**src/rtl/mdio_pkg.sv**
```systemverilog
package mdio_pkg;
  localparam int PRE_BITS   = 32;
  localparam int PHY_W      = 5;
  localparam int FLD_W      = 5;
  localparam int DATA_W     = 16;
  localparam int ARG_W      = 32;
  localparam int EXT_BIT    = 30;
  localparam int DEV_LO     = 16;
  localparam int TA_IDX     = PRE_BITS + 4 + PHY_W + FLD_W;
  localparam int DATA_IDX   = TA_IDX + 2;
  localparam int FRAME_BITS = DATA_IDX + DATA_W;

  localparam logic [1:0] OP_SHORT_RD = 2'b10;
  localparam logic [1:0] OP_SHORT_WR = 2'b01;
  localparam logic [1:0] OP_EXT_ADR  = 2'b00;
  localparam logic [1:0] OP_EXT_WR   = 2'b01;
  localparam logic [1:0] OP_EXT_RD   = 2'b11;

  typedef enum logic [1:0] {PH_IDLE, PH_ADDR, PH_ACC} phase_t;

  // Whole frame, MSB first: preamble, start, opcode, phy, field, turnaround, data.
  function automatic logic [FRAME_BITS-1:0] make_word(
      input logic ext, input logic [1:0] op, input logic [PHY_W-1:0] phy,
      input logic [FLD_W-1:0] fld, input logic [DATA_W-1:0] d);
    return {{PRE_BITS{1'b1}}, 1'b0, ~ext, op, phy, fld, 2'b10, d};
  endfunction
endpackage

```
**src/rtl/mdio_mdc_gen.sv**
```systemverilog
module mdio_mdc_gen #(
  parameter int DIV_HALF = 25
) (
  input  logic clk,
  input  logic rst,
  input  logic en,
  output logic mdc,
  output logic rise_now,
  output logic fall_now
);
  localparam int CW = (DIV_HALF > 1) ? $clog2(DIV_HALF) : 1;

  logic [CW-1:0] cnt;
  logic          wrap;

  assign wrap     = en && (cnt == CW'(DIV_HALF - 1));
  assign rise_now = wrap && !mdc;
  assign fall_now = wrap && mdc;

  always_ff @(posedge clk) begin
    if (rst) begin
      cnt <= '0;
      mdc <= 1'b0;
    end else if (!en) begin
      cnt <= '0;
      mdc <= 1'b0;
    end else if (wrap) begin
      cnt <= '0;
      mdc <= ~mdc;
    end else begin
      cnt <= cnt + 1'b1;
    end
  end

  // a stopped divider leaves MDC low
  a_r7_stop_low: assert property (@(posedge clk) disable iff (rst)
    !en |=> !mdc);
endmodule

```
**src/rtl/mdio_frame_eng.sv**
```systemverilog
module mdio_frame_eng
  import mdio_pkg::*;
#(
  parameter int NBITS = FRAME_BITS
) (
  input  logic             clk,
  input  logic             rst,
  input  logic             go,
  input  logic [NBITS-1:0] word,
  input  logic             rd,
  input  logic             extra_idle,
  input  logic             mdc,
  input  logic             rise_now,
  input  logic             fall_now,
  input  logic             mdio_i,
  output logic             mdio_o,
  output logic             mdio_oe,
  output logic             fin,
  output logic             ta_bad,
  output logic [DATA_W-1:0] rd_data
);
  localparam int IW = $clog2(NBITS + 2);

  logic             active, rd_q, xtra_q;
  logic [IW-1:0]    idx, nxt, last;
  logic [NBITS-1:0] sh;

  assign nxt  = idx + 1'b1;
  assign last = xtra_q ? IW'(NBITS) : IW'(NBITS - 1);

  always_ff @(posedge clk) begin
    if (rst) begin
      active  <= 1'b0;
      rd_q    <= 1'b0;
      xtra_q  <= 1'b0;
      idx     <= '0;
      sh      <= '0;
      mdio_o  <= 1'b1;
      mdio_oe <= 1'b0;
      fin     <= 1'b0;
      ta_bad  <= 1'b0;
      rd_data <= '0;
    end else begin
      fin <= 1'b0;
      if (!active) begin
        if (go) begin
          active  <= 1'b1;
          idx     <= '0;
          sh      <= word << 1;
          mdio_o  <= word[NBITS-1];
          mdio_oe <= 1'b1;
          rd_q    <= rd;
          xtra_q  <= extra_idle;
          ta_bad  <= 1'b0;
          rd_data <= '0;
        end
      end else begin
        if (rise_now && rd_q) begin
          if (idx == IW'(TA_IDX + 1)) ta_bad <= mdio_i;
          if (idx >= IW'(DATA_IDX) && idx < IW'(NBITS))
            rd_data <= {rd_data[DATA_W-2:0], mdio_i};
        end
        if (fall_now) begin
          if (idx == last) begin
            active  <= 1'b0;
            mdio_o  <= 1'b1;
            mdio_oe <= 1'b0;
            fin     <= 1'b1;
          end else begin
            idx     <= nxt;
            mdio_o  <= sh[NBITS-1];
            sh      <= sh << 1;
            mdio_oe <= !((nxt >= IW'(NBITS)) || (rd_q && nxt >= IW'(TA_IDX)));
          end
        end
      end
    end
  end

  // preamble bits are driven ones
  a_r1_preamble_ones: assert property (@(posedge clk) disable iff (rst)
    (active && idx < IW'(PRE_BITS)) |-> (mdio_oe && mdio_o));
  // line released from the turnaround on in read frames
  a_r5_read_released: assert property (@(posedge clk) disable iff (rst)
    (active && rd_q && idx >= IW'(TA_IDX)) |-> !mdio_oe);
  // output value only moves while MDC is low
  a_r7_change_mdc_low: assert property (@(posedge clk) disable iff (rst)
    !$stable(mdio_o) |-> !mdc);
endmodule

```
**src/rtl/mdio_master.sv**
```systemverilog
module mdio_master
  import mdio_pkg::*;
#(
  parameter int DIV_HALF = 25
) (
  input  logic              clk,
  input  logic              rst,
  input  logic              req_start,
  input  logic              req_rd,
  input  logic [PHY_W-1:0]  req_phy,
  input  logic [ARG_W-1:0]  req_arg,
  input  logic [DATA_W-1:0] req_wdata,
  output logic              busy,
  output logic              done,
  output logic              err,
  output logic [DATA_W-1:0] rdata,
  output logic              mdc,
  output logic              mdio_o,
  output logic              mdio_oe,
  input  logic              mdio_i
);
  phase_t                ph;
  logic                  go, fr_rd, fr_xtra, fin, ta_bad;
  logic [FRAME_BITS-1:0] word;
  logic                  rd_q;
  logic [PHY_W-1:0]      phy_q;
  logic [FLD_W-1:0]      dev_q;
  logic [DATA_W-1:0]     wd_q, eng_rd;
  logic                  rise_now, fall_now;
  logic                  arg_unused;

  assign arg_unused = ^{req_arg[ARG_W-1:EXT_BIT+1], req_arg[EXT_BIT-1:DEV_LO+FLD_W]};

  always_ff @(posedge clk) begin
    if (rst) begin
      ph      <= PH_IDLE;
      busy    <= 1'b0;
      done    <= 1'b0;
      err     <= 1'b0;
      rdata   <= '0;
      go      <= 1'b0;
      word    <= '0;
      fr_rd   <= 1'b0;
      fr_xtra <= 1'b0;
      rd_q    <= 1'b0;
      phy_q   <= '0;
      dev_q   <= '0;
      wd_q    <= '0;
    end else begin
      go   <= 1'b0;
      done <= 1'b0;
      err  <= 1'b0;
      unique case (ph)
        PH_IDLE: if (req_start) begin
          busy  <= 1'b1;
          go    <= 1'b1;
          rd_q  <= req_rd;
          phy_q <= req_phy;
          dev_q <= req_arg[DEV_LO +: FLD_W];
          wd_q  <= req_wdata;
          if (req_arg[EXT_BIT]) begin
            ph      <= PH_ADDR;
            word    <= make_word(1'b1, OP_EXT_ADR, req_phy, req_arg[DEV_LO +: FLD_W],
                                 req_arg[DATA_W-1:0]);
            fr_rd   <= 1'b0;
            fr_xtra <= 1'b1;
          end else begin
            ph      <= PH_ACC;
            word    <= make_word(1'b0, req_rd ? OP_SHORT_RD : OP_SHORT_WR, req_phy,
                                 req_arg[FLD_W-1:0], req_wdata);
            fr_rd   <= req_rd;
            fr_xtra <= 1'b0;
          end
        end
        PH_ADDR: if (fin) begin
          ph      <= PH_ACC;
          go      <= 1'b1;
          word    <= make_word(1'b1, rd_q ? OP_EXT_RD : OP_EXT_WR, phy_q, dev_q, wd_q);
          fr_rd   <= rd_q;
          fr_xtra <= 1'b0;
        end
        PH_ACC: if (fin) begin
          ph   <= PH_IDLE;
          busy <= 1'b0;
          done <= 1'b1;
          if (rd_q) begin
            err   <= ta_bad;
            rdata <= ta_bad ? '1 : eng_rd;
          end
        end
        default: ph <= PH_IDLE;
      endcase
    end
  end

  mdio_mdc_gen #(.DIV_HALF(DIV_HALF)) clk_i (
    .clk(clk), .rst(rst), .en(busy),
    .mdc(mdc), .rise_now(rise_now), .fall_now(fall_now)
  );

  mdio_frame_eng #(.NBITS(FRAME_BITS)) eng_i (
    .clk(clk), .rst(rst), .go(go), .word(word), .rd(fr_rd), .extra_idle(fr_xtra),
    .mdc(mdc), .rise_now(rise_now), .fall_now(fall_now), .mdio_i(mdio_i),
    .mdio_o(mdio_o), .mdio_oe(mdio_oe), .fin(fin), .ta_bad(ta_bad), .rd_data(eng_rd)
  );

  // done is a single pulse and marks the end of busy
  a_r8_done_single: assert property (@(posedge clk) disable iff (rst)
    done |=> !done);
  a_r8_done_not_busy: assert property (@(posedge clk) disable iff (rst)
    done |-> !busy);
  // error only reported together with done
  a_r6_err_with_done: assert property (@(posedge clk) disable iff (rst)
    err |-> done);
  // line released and clock low outside transactions
  a_r9_idle_released: assert property (@(posedge clk) disable iff (rst)
    !busy |-> !mdio_oe);
  a_r7_idle_mdc_low: assert property (@(posedge clk) disable iff (rst)
    !busy |-> !mdc);
endmodule

```
**config.mk**
```make
export PLATFORM = sky130hd
export DESIGN_NAME = mdio_master
export DESIGN_NICKNAME = d
export VERILOG_FILES = /design/src/rtl/mdio_pkg.sv /design/src/rtl/mdio_mdc_gen.sv /design/src/rtl/mdio_frame_eng.sv /design/src/rtl/mdio_master.sv
export SDC_FILE = /design/constraint.sdc
export NUM_CORES = 1
export LEC_CHECK = 0
export BUFFER_PORTS_ARGS = -buffer_cell sky130_fd_sc_hd__buf_2
export CAP_MARGIN = 30
export CORE_MARGIN = 2
export CORE_UTILIZATION = 53
export DETAILED_ROUTE_END_ITERATION = 7
export MAX_ROUTING_LAYER = met4
export PLACE_DENSITY = 0.74
export SYNTH_ARGS = -nofsm -noshare
export SYNTH_HDL_FRONTEND = slang
export SYNTH_SLANG_ARGS = --single-unit
export TNS_END_PERCENT = 20
```
**constraint.sdc**
```tcl
create_clock -name clk -period 1.85 [get_ports clk]
set_clock_uncertainty 0.15 [all_clocks]
set_input_delay 0.0925 -clock clk [delete_from_list [all_inputs] [get_ports clk]]
set_output_delay 0.0925 -clock clk [all_outputs]
set_load 0.1 [all_outputs]
```
# ---- Word level (Yosys, flattened, before mapping)
# Cells that the tools add are included.
dict set report totals {
  output_inout_bits 22
  input_bits 58
  regBits 215
}
dict set report op_classes {
  eq_ne 13
  n_lt_le_gt_ge 4
  n_reduce_logical 28
  n_bitwise 7
  n_addsub 2
  muxes 55
}
# op n
set ops {}
lappend ops {{2-to-1 mux 64 bit} 6}
lappend ops {{case mux 64 bit (2 select lines)} 1}
lappend ops {{2-to-1 mux 16 bit} 5}
lappend ops {{2-to-1 mux 7 bit} 5}
lappend ops {{2-to-1 mux 31 bit} 1}
lappend ops {{2-to-1 mux 1 bit} 26}
lappend ops {{AND reduction 3 bit} 7}
lappend ops {{>= comparator 7 x 6 -> 1 bit, second input constant} 2}
lappend ops {{2-to-1 mux 2 bit} 6}
lappend ops {{!= test 2 bit, second input constant} 6}
lappend ops {{case mux 1 bit (2 select lines)} 4}
lappend ops {{adder 7 x 1 -> 7 bit, second input constant} 1}
lappend ops {{== test 7 x 6 -> 1 bit, second input constant} 1}
lappend ops {{== test 7 bit} 1}
lappend ops {{>= comparator 7 bit, second input constant} 1}
lappend ops {{less-than comparator 7 bit, second input constant} 1}
lappend ops {{inverter 1 bit} 7}
lappend ops {{logical AND 1 bit} 6}
lappend ops {{case mux 2 bit (3 select lines)} 1}
lappend ops {{AND reduction 2 bit} 3}
lappend ops {{nonzero test 2 bit} 3}
lappend ops {{OR reduction 3 bit} 2}
lappend ops {{adder 5 x 1 -> 5 bit, second input constant} 1}
lappend ops {{== test 5 bit, second input constant} 1}
lappend ops {{other kinds (8)} 11}

# ---- Longest topological paths before layout
# Gate-level depths: netlist of run 1.
dict set report depth {
  ltp_word 8
  depth_mapped 9
  depth_no_buf 7
}

# ---- By module
# From an unflattened synthesis of run 1, not the netlist that was laid out.
dict set report hier_totals {
  cells_unflattened 875
  hier_area_um2 7957.6
}
# module instances cells_per_inst area_each_um2
set modules_own_cells {}
lappend modules_own_cells {mdio_frame_eng 1 468 4376.7}
lappend modules_own_cells {mdio_master 1 379 3313.2}
lappend modules_own_cells {mdio_mdc_gen 1 28 267.8}

# ---- Least setup slack after synthesis of run 1
# Ideal clock, no wire load.
dict set report synth_timing {
  kind {reg-to-reg}
  startpoint {register busy}
  endpoint {register eng_i.rd_data[6]}
  synth_period_minus_slack_ps 2488
  arrival_time_ps 2206
  setup_time_ps 132
  path_stages_with_launch 8
  path_slack_ps -638
  required_time_ps 1568
  cell_sequence {dfxtp_1 and4bb_2 nand3_1 or2_2 clkbuf_1 buf_2 nand3_1 a21oi_1}
}
dict set report synth_via {
  elab_chain_len 5
}
# item line
set synth_lines {}
lappend synth_lines {{start: declaration} mdio_master.sv:13} ;# output logic busy,
lappend synth_lines {{start signal: assignment} mdio_master.sv:37} ;# busy <= 1'b0;
lappend synth_lines {{start signal: assignment} mdio_master.sv:55} ;# busy <= 1'b1;
lappend synth_lines {{start signal: assignment} mdio_master.sv:84} ;# busy <= 1'b0;
lappend synth_lines {{logical AND 1 bit} mdio_mdc_gen.sv:16} ;# assign wrap = en && (cnt == CW'(DIV_HALF - 1));
lappend synth_lines {{logical AND 1 bit} mdio_mdc_gen.sv:17} ;# assign rise_now = wrap && !mdc;
lappend synth_lines {{logical AND 1 bit} mdio_frame_eng.sv:58} ;# if (rise_now && rd_q) begin
lappend synth_lines {{!= test 2 bit (no line)} -}
lappend synth_lines {{AND reduction 3 bit (no line)} -}
lappend synth_lines {{end signal: assignment} mdio_frame_eng.sv:61} ;# rd_data <= {rd_data[DATA_W-2:0], mdio_i};
lappend synth_lines {{end: declaration} mdio_frame_eng.sv:20} ;# output logic [DATA_W-1:0] rd_data
# No other way between the ends.
# A chain may end at the register's enable or synchronous reset.

# ---- Final worst setup path of run 1
dict set report layout_timing {
  startpoint {register eng_i.idx[3]}
  endpoint {register eng_i.sh[55]}
}
dict set report layout_via {
  elab_chain_len 3
}
# item line
set layout_lines {}
lappend layout_lines {{start: declaration} mdio_frame_eng.sv:25} ;# logic [IW-1:0] idx, nxt, last;
lappend layout_lines {{start signal: assignment} mdio_frame_eng.sv:70} ;# idx <= nxt;
lappend layout_lines {{== test 7 bit} mdio_frame_eng.sv:64} ;# if (idx == last) begin
lappend layout_lines {{!= test 2 bit (no line)} -}
lappend layout_lines {{AND reduction 3 bit (no line)} -}
lappend layout_lines {{end signal: assignment} mdio_frame_eng.sv:49} ;# sh <= word << 1;
lappend layout_lines {{end signal: assignment} mdio_frame_eng.sv:72} ;# sh <= sh << 1;
lappend layout_lines {{end: declaration} mdio_frame_eng.sv:26} ;# logic [NBITS-1:0] sh;
# No other way between the ends.

==> impl_metrics.toml, run 1 <==
[status]
status = "finished with violations"
violations = "negative setup slack"

[hold_path]
hold_end = "ph[0]"
hold_start = "req_arg[30]"
min_delay_path_depth = 4
hp-class = "in -> reg"

[power_and_ir_drop]
p_per_area_nw_per_um2 = 911
ir_drop_mv = 0.732
power_frac_comb_pct = 15.0
internal_power_mw = 6.92
pwr-share-clk_pct = 39.6
p_sw_share_pct = 26.2
leakage_nw = 3.71
p_switching_mw = 2.45
power.share.sequential_pct = 45.3
power_mw = 9.37

[cts]
clk_pin_slew_ns = 0.06
clockBufferDepth = 2
htreeDepth = 4
cts-buffers-inserted = 17
cts_root_buf = "clkbuf_16"
clock_latency_ns = 0.43
cts.sink_count = 179
tritoncts = "built"

[final_layout]
fill_cells = 1058
diodes = 0
drive_above_1_share_pct = 28.0
synthToLayoutAreaGrowth_pct = 29.1
fin_area_um2 = 10300
final_cells = 1200
layout.nets = 1065

[sta]
slew_viol_final = 0
worst_pin_slew_ns = 0.640
min_period_ns = 1.93
hold_viol = 0
whs_ns = 0.0215
finalSetupViolations = 67
final.period_utilization_pct = 104
rsz0062_at_grt = "true"
max_slew_margin_pct = 57.3
timing.final.ws_setup_ns = -0.0811
timing.fmax_mhz = 518

[critical_path]
crit_chain = "or3_4 -> o22ai_4 -> a21o_4 -> nand2_8 -> clkbuf_16 -> a211oi_2"
start_kind = "register"
cp-end-kind = "register"
worst-path-buf-inv = 1
path_class = "reg -> reg"
crit_required_ns = 2.05
cpPeakStageDelay_ns = 0.39
reg2reg_depth = 6
crit_family = "compound AO/OA/AOI/OAI gates"
crit_fanout = 10
r2r_end = "eng_i.sh[55]"
reg2reg_slack_ns = -0.08
slowest_stage = "or3_4"
critPathArrivalTime_ns = 2.13
reg2reg_from = "eng_i.idx[3]"

[global_route]
grt_pass1_vias = 6715
top_usage_layer = "met2"
grt_pass1_wl_um = 32800
grt_usage_pct = 25.6
antenna_found_initial = 0
grtUsageMet1_pct = 32.6
grt_max_degree = 56
grt-ovfl-total = 0
grt.met2_usage_pct = 40.1
grt_util_met3_pct = 5.57

[drt]
drtIter0Drc = 574
drtPass1Iterations = 5
post_drt_wl_per_cell_um = 16.4
num_vias = 6895
ant_nets = 0
route.detailed.drc = 0
drt-total-wl_um = 19700
vias_per_cell = 5.75

[placement]
place_area_um2 = 8700
dpl.cell_count = 1112
place_hpwl_um = 10400
portBuffers = 69
gp_congestion = 0.794

[job]
cap_violations = 0

[logic_synthesis]
syn_area_per_cell_um2 = 8.85
syn_area_um2 = 7960
yosys_warnings = 0
syn_inst = 899
synth_cell_types = 54
async_flop_share_pct = 0
syn_nets = 961
synthFlopType = "dfxtp_1"
synth_edf_count = 0
ys_ff_latch = 179
yosysSeqAreaShare_pct = 45.0

[floorplanning]
die_h_um = 127
die-area_um2 = 16000
core_um2 = 14600
initial_utilization_pct = 54.6
die_w_um = 127
io_pins = 80
rows = 44
==> worst register-to-register path, delay by kind of cell (launching register included) <==
kind | cells | cell delay, ns
buffers and inverters | 1 | 0.21
flip-flops | 1 | 0.33
AND/OR/NAND/NOR | 2 | 0.50
AO/OA/AOI/OAI | 3 | 0.65
==> power groups by stage <==
stage	sequential [mW]	clock [mW]	combinational (mW)
after floorplan	4.31	0	0.888
after global placement	4.30	0	1.20
after detailed placement	4.31	0	1.23
after CTS	4.24	3.74	1.37
after global routing	4.27	3.92	1.54
final	4.24	3.71	1.41
==> placed cells by master (no fill, tap or decap), types with 4 or more instances in the layout <==
| master | count |
|---|---|
| a211oi_1 | 19 |
| a211oi_2 | 60 |
| a21oi_1 | 111 |
| a311oi_1 | 6 |
| buf_12 | 15 |
| buf_16 | 4 |
| buf_2 | 68 |
| buf_4 | 31 |
| clkbuf_16 | 22 |
| clkbuf_8 | 4 |
| dfxtp_1 | 173 |
| dfxtp_2 | 4 |
| dlygate4sd3_1 | 46 |
| inv_1 | 5 |
| mux2i_1 | 50 |
| nand2_1 | 135 |
| nand2b_1 | 6 |
| nand3_1 | 30 |
| nor2_1 | 61 |
| nor3_1 | 22 |
| nor3_2 | 40 |
| nor3b_1 | 4 |
| o211ai_1 | 22 |
==> registers in the layout (all words and copies together) (netlist names), 2 cells and up <==
register,flops
eng_i.sh,63
eng_i.rd_data,16
ph,2
rdata,16
eng_i.idx,7
dev_q,5
clk_i.cnt,5
word,30
phy_q,5
wd_q,16
==> kinds of logic (layout without fill, tap and decap cells) <==
| kind of cell | count (synthesis) | count (layout) | share of synthesized area [%] |
|---|---|---|---|
| buffers and inverters | 92 | 209 | 5.38 |
| XOR/XNOR | 5 | 5 | 0.550 |
| multiplexers | 50 | 50 | 6.29 |
| AND/OR/NAND/NOR | 328 | 328 | 18.8 |
| AO/OA/AOI/OAI | 241 | 241 | 23.3 |
| flip-flops | 179 | 179 | 45.0 |
| adder cells (fa/ha/maj) | 4 | 4 | 0.629 |
==> final cells by class <==
type | instances | area, µm² | area share (%)
multi-input combinational | 628 | 4250 | 41.3
sequential | 179 | 3600 | 35.0
timing repair buffer | 170 | 1570 | 15.2
clock buffer | 25 | 517 | 5.03
tap | 184 | 230 | 2.24
clock inverter | 7 | 93.8 | 0.913
inverter | 7 | 26.3 | 0.256
==> repair_timing <==
item,4_1_cts,5_1_grt
cloned,3,4
hold buffers,46,0
setup endpoints to repair,66,88
setup buffers,3,1
pin swaps,4,42
resized for setup,43,21
hold endpoints to repair,84,0
==> per-stage QoR <==
stage | utilization (%) | worst slack (ns) | setup TNS (ns)
final | 70.5 | -0.0811 | -2.72
after CTS | 69.2 | -0.0590 | -2.03
after detailed placement | 59.6 | -0.0504 | -0.788
after floorplan | - | 0.000300 | 0
after global routing | 70.5 | -0.155 | -7.25
after global placement | 59.6 | -0.00487 | -0.00624
==> synthesized netlist by cell type, types with 2 or more instances <==
cell      instances  area [µm²]
o211ai_1         22         165
xnor2_1           3        26.3
clkbuf_1         58         218
or3_1             3        18.8
nor2_1           62         233
a211oi_2         60         751
nand2_1         135         507
nand2b_1          6        37.5
nor2b_1           4        25.0
a311oi_1          6        52.6
a21o_1            2        15.0
a211oi_1         19         143
buf_4             3        22.5
ha_1              4        50.1
buf_2            15        75.1
nand3_1          31         155
a31oi_1           3        18.8
dfxtp_1         179        3580
mux2i_1          50         500
or2_2             2        12.5
o21ai_0           5        25.0
xor2_1            2        17.5
nor3_1           63         315
and2_1            2        12.5
buf_1             2        7.51
nand3b_1          3        22.5
a21oi_1         112         561
inv_1             7        26.3
buf_6             7        78.8
nor3b_1           4        30.0
nor4_1            2        12.5
==> worst max-delay path by stage <==
stage | slack [ns] | start | depth (start not counted) | end
3_3_place_gp | -0.005 | clk_i.cnt[0] | 7 | eng_i.idx[4]
2_1_floorplan | 0.0003 | clk_i.cnt[0] | 7 | eng_i.idx[4]
5_1_grt | -0.16 | clk_i.cnt[0] | 9 | eng_i.sh[5]
3_5_place_dp | -0.05 | eng_i.idx[3] | 6 | eng_i.sh[21]
6_report | -0.08 | eng_i.idx[3] | 6 | eng_i.sh[55]
4_1_cts | -0.06 | clk_i.cnt[0] | 9 | eng_i.sh[5]
==> layer usage <==
metal / share of wire, % / vias to the layer above
li1: - / 3406
met1: 46 / 3290
met2: 48 / 162
met3: 3.7 / 37
met4: 1.9 / 0
met5: 0 / -
Power figures use the tool's default switching activity.
==> run 2, diff against run 1 <==
- ABC_AREA: unset -> 1
- CAP_MARGIN: 30 -> 20
- CORE_UTILIZATION: 53 -> 54
- SYNTH_HIERARCHICAL: unset -> 1
==> run 2 against run 1 <==
The run still ends with negative setup slack left. First-iteration DRC count is 68% higher. Wire length is 9.3% higher. Core utilization is 4.1 points lower. Sequential cell count stayed put. Synthesized cell count is 49% higher. Hold slack better by 0.026 ns. Sequential power is 1% higher. Synthesized area is 7.9% higher. Clock power is 2% lower.
==> impl_metrics.toml, run 2 <==
[critical_path]
crit_required_ns = 2.03
critPathLaunch = "clk_i/cnt[1]"
critPathArrivalTime_ns = 2.04
worst-path-buf-inv = 2
cp-end-kind = "register"
reg2reg_from = "clk_i/cnt[1]"
cpMostUsedCell = "nor2_2"
start_kind = "register"
path_class = "reg -> reg"
slowest_stage = "dfxtp_2"
crit_family = "simple AND/OR/NAND/NOR gates"
cpPeakStageDelay_ns = 0.32
crit_fanout = 8
crit_chain = "inv_2 -> ha_4 -> inv_2 -> nor2_4 -> nand2_2 -> nor2_2 -> nand2_1 -> nor2_2 -> nand3_2 -> nor2_4 -> nor2_2 -> nand2_1 -> a21oi_2"

[drt]
ant_nets = 0
post_drt_wl_per_cell_um = 13.0
route.detailed.drc = 0
num_vias = 8383
drtIter0Drc = 965
vias_per_cell = 5.03
drt-total-wl_um = 21600
drtPass1Iterations = 6

[cts]
clockBufferDepth = 2
clk_pin_slew_ns = 0.07
cts.sink_count = 179
cts_root_buf = "clkbuf_16"
htreeDepth = 4
cts-buffers-inserted = 17
tritoncts = "built"
clock_latency_ns = 0.44

[status]
violations = "negative setup slack"
status = "finished with violations"

[floorplanning]
die-area_um2 = 16900
die_h_um = 130
core_um2 = 15700
rows = 46
die_w_um = 130
initial_utilization_pct = 54.7
io_pins = 80

[final_layout]
synthToLayoutAreaGrowth_pct = 21.4
final_util_pct = 66.4
layout.nets = 1498
layout.cells.most_common = "nand2_1"
largest_reg_flops = 63
most-common-layout-cells = "nand2_1, nor2_1, dfxtp_1"
top_register = "eng_i/sh"
final_cells = 1665
drive_above_1_share_pct = 14.0
diodes = 0
largestRegisters = "eng_i/sh x63, word x30"

[global_route]
grt_pass1_wl_um = 35800
grt-ovfl-total = 0
grt_pass1_vias = 7605
grt_usage_pct = 26.8
antenna_found_initial = 0
grt_max_degree = 72

[logic_synthesis]
synth_commonest_cells = "nand2_1, nor2_1, dfxtp_1"
async_flop_share_pct = 0
yosysTopAreaCell = "dfxtp_1"
syn_area_um2 = 8590
syn_area_per_cell_um2 = 6.40
yosys.area.top_type_share_pct = 41.7
yosysSeqAreaShare_pct = 41.7
synth_cell_types = 28
syn_inst = 1342
yosys_warnings = 6
synthFlopType = "dfxtp_1"
yosysMostFrequentCell = "nand2_1"
synth_edf_count = 0
synthTopCellsByArea = "dfxtp_1, nand2_1, nor2_1, o21ai_0, inv_1"
ys_ff_latch = 179

[placement]
dpl.cell_count = 1579
portBuffers = 69
gp_congestion = 0.819
place_hpwl_um = 11600

[sta]
fin_setup_tns_ns = -0.0606
min_period_ns = 1.87
rsz0062_at_grt = "true"
timing.final.ws_setup_ns = -0.0152
slew_viol_final = 0
timing.fmax_mhz = 536
final.period_utilization_pct = 101
hold_viol = 0
finalSetupViolations = 8
whs_ns = 0.0479
worst_pin_slew_ns = 0.680
max_slew_margin_pct = 54.7

[power_and_ir_drop]
power_mw = 9.61
leakage_nw = 5.06
p_per_area_nw_per_um2 = 921
ir_drop_mv = 0.709

[job]
cap_violations = 0

[hold_path]
hold_start = "req_arg[7]"
hp-class = "in -> reg"
## run 2: final cells by class
class	instances	area [µm²]
Multi-Input combinational cell	981	4300
Sequential cell	179	3590
Tap cell	216	270
Clock buffer	20	457
Inverter	105	397
Fill cell	1357	5280
Clock inverter	12	136
Timing Repair Buffer	152	1280
## run 2: through the flow
step	setup WS (ns)	cell area [µm²]
6_report	-0.0152	10400
5_1_grt	-0.167	10400
4_1_cts	-0.0409	10300
3_5_place_dp	-0.0734	9140
3_3_place_gp	-0.0376	9140
2_1_floorplan	-0.0880	8620
## run 2: cell families (layout without fill, tap and decap cells)
family	Yosys count	count (layout)	synth area share [%]
flip-flops	179	179	41.7
AND/OR/NAND/NOR	822	823	39.2
other	1	2	0.0437
adder cells (fa/ha/maj)	4	4	0.583
buffers and inverters	184	289	9.44
multiplexers	1	1	0.117
XOR/XNOR	1	1	0.102
AO/OA/AOI/OAI	150	150	8.83
## run 2: layer usage
metal,vias to the layer above,global-route usage [%],routed length [µm],share of wire (%)
met3,40,4.92,1140,5.3
met1,3765,35.0,9910,46
met2,249,42.6,10200,47
li1,4329,-,-,-
met5,-,-,0,0
met4,0,8.22,340,1.6
## run 2: path summary, 6_finish.rpt
check                      endpoint  slack [ns]  depth (start not counted)
setup / recovery  eng_i/rd_data[12]       -0.02                         13
hold / removal              word[7]        0.05                          7
setup reg to reg  eng_i/rd_data[12]       -0.02                         13
hold reg to reg   eng_i/rd_data[15]        0.32                          2
## run 2: tightest hold or removal path, stage by stage
cell     delay (ns)
buf_2          0.08
inv_1          0.04
nand2_1        0.04
nand3_1        0.07
nand2_1        0.12
nor2_1         0.05
nor2_1         0.10
## run 2: what timing repair did
| item | in CTS | in global routing |
|---|---|---|
| pin swaps | 7 | 17 |
| gates cloned | 5 | 2 |
| gates resized for setup | 19 | 15 |
| hold buffers | 45 | 0 |
| buffers inserted | 3 | 0 |
| hold endpoints to repair | 84 | 0 |
| endpoints found under the setup margin | 67 | 87 |
## run 2: power breakdown
part / switching, mW / total (mW) / internal [mW]
logic: 1.03 / 1.67 / 0.646
clock network: 1.66 / 3.65 / 1.99
registers: 0.144 / 4.29 / 4.14
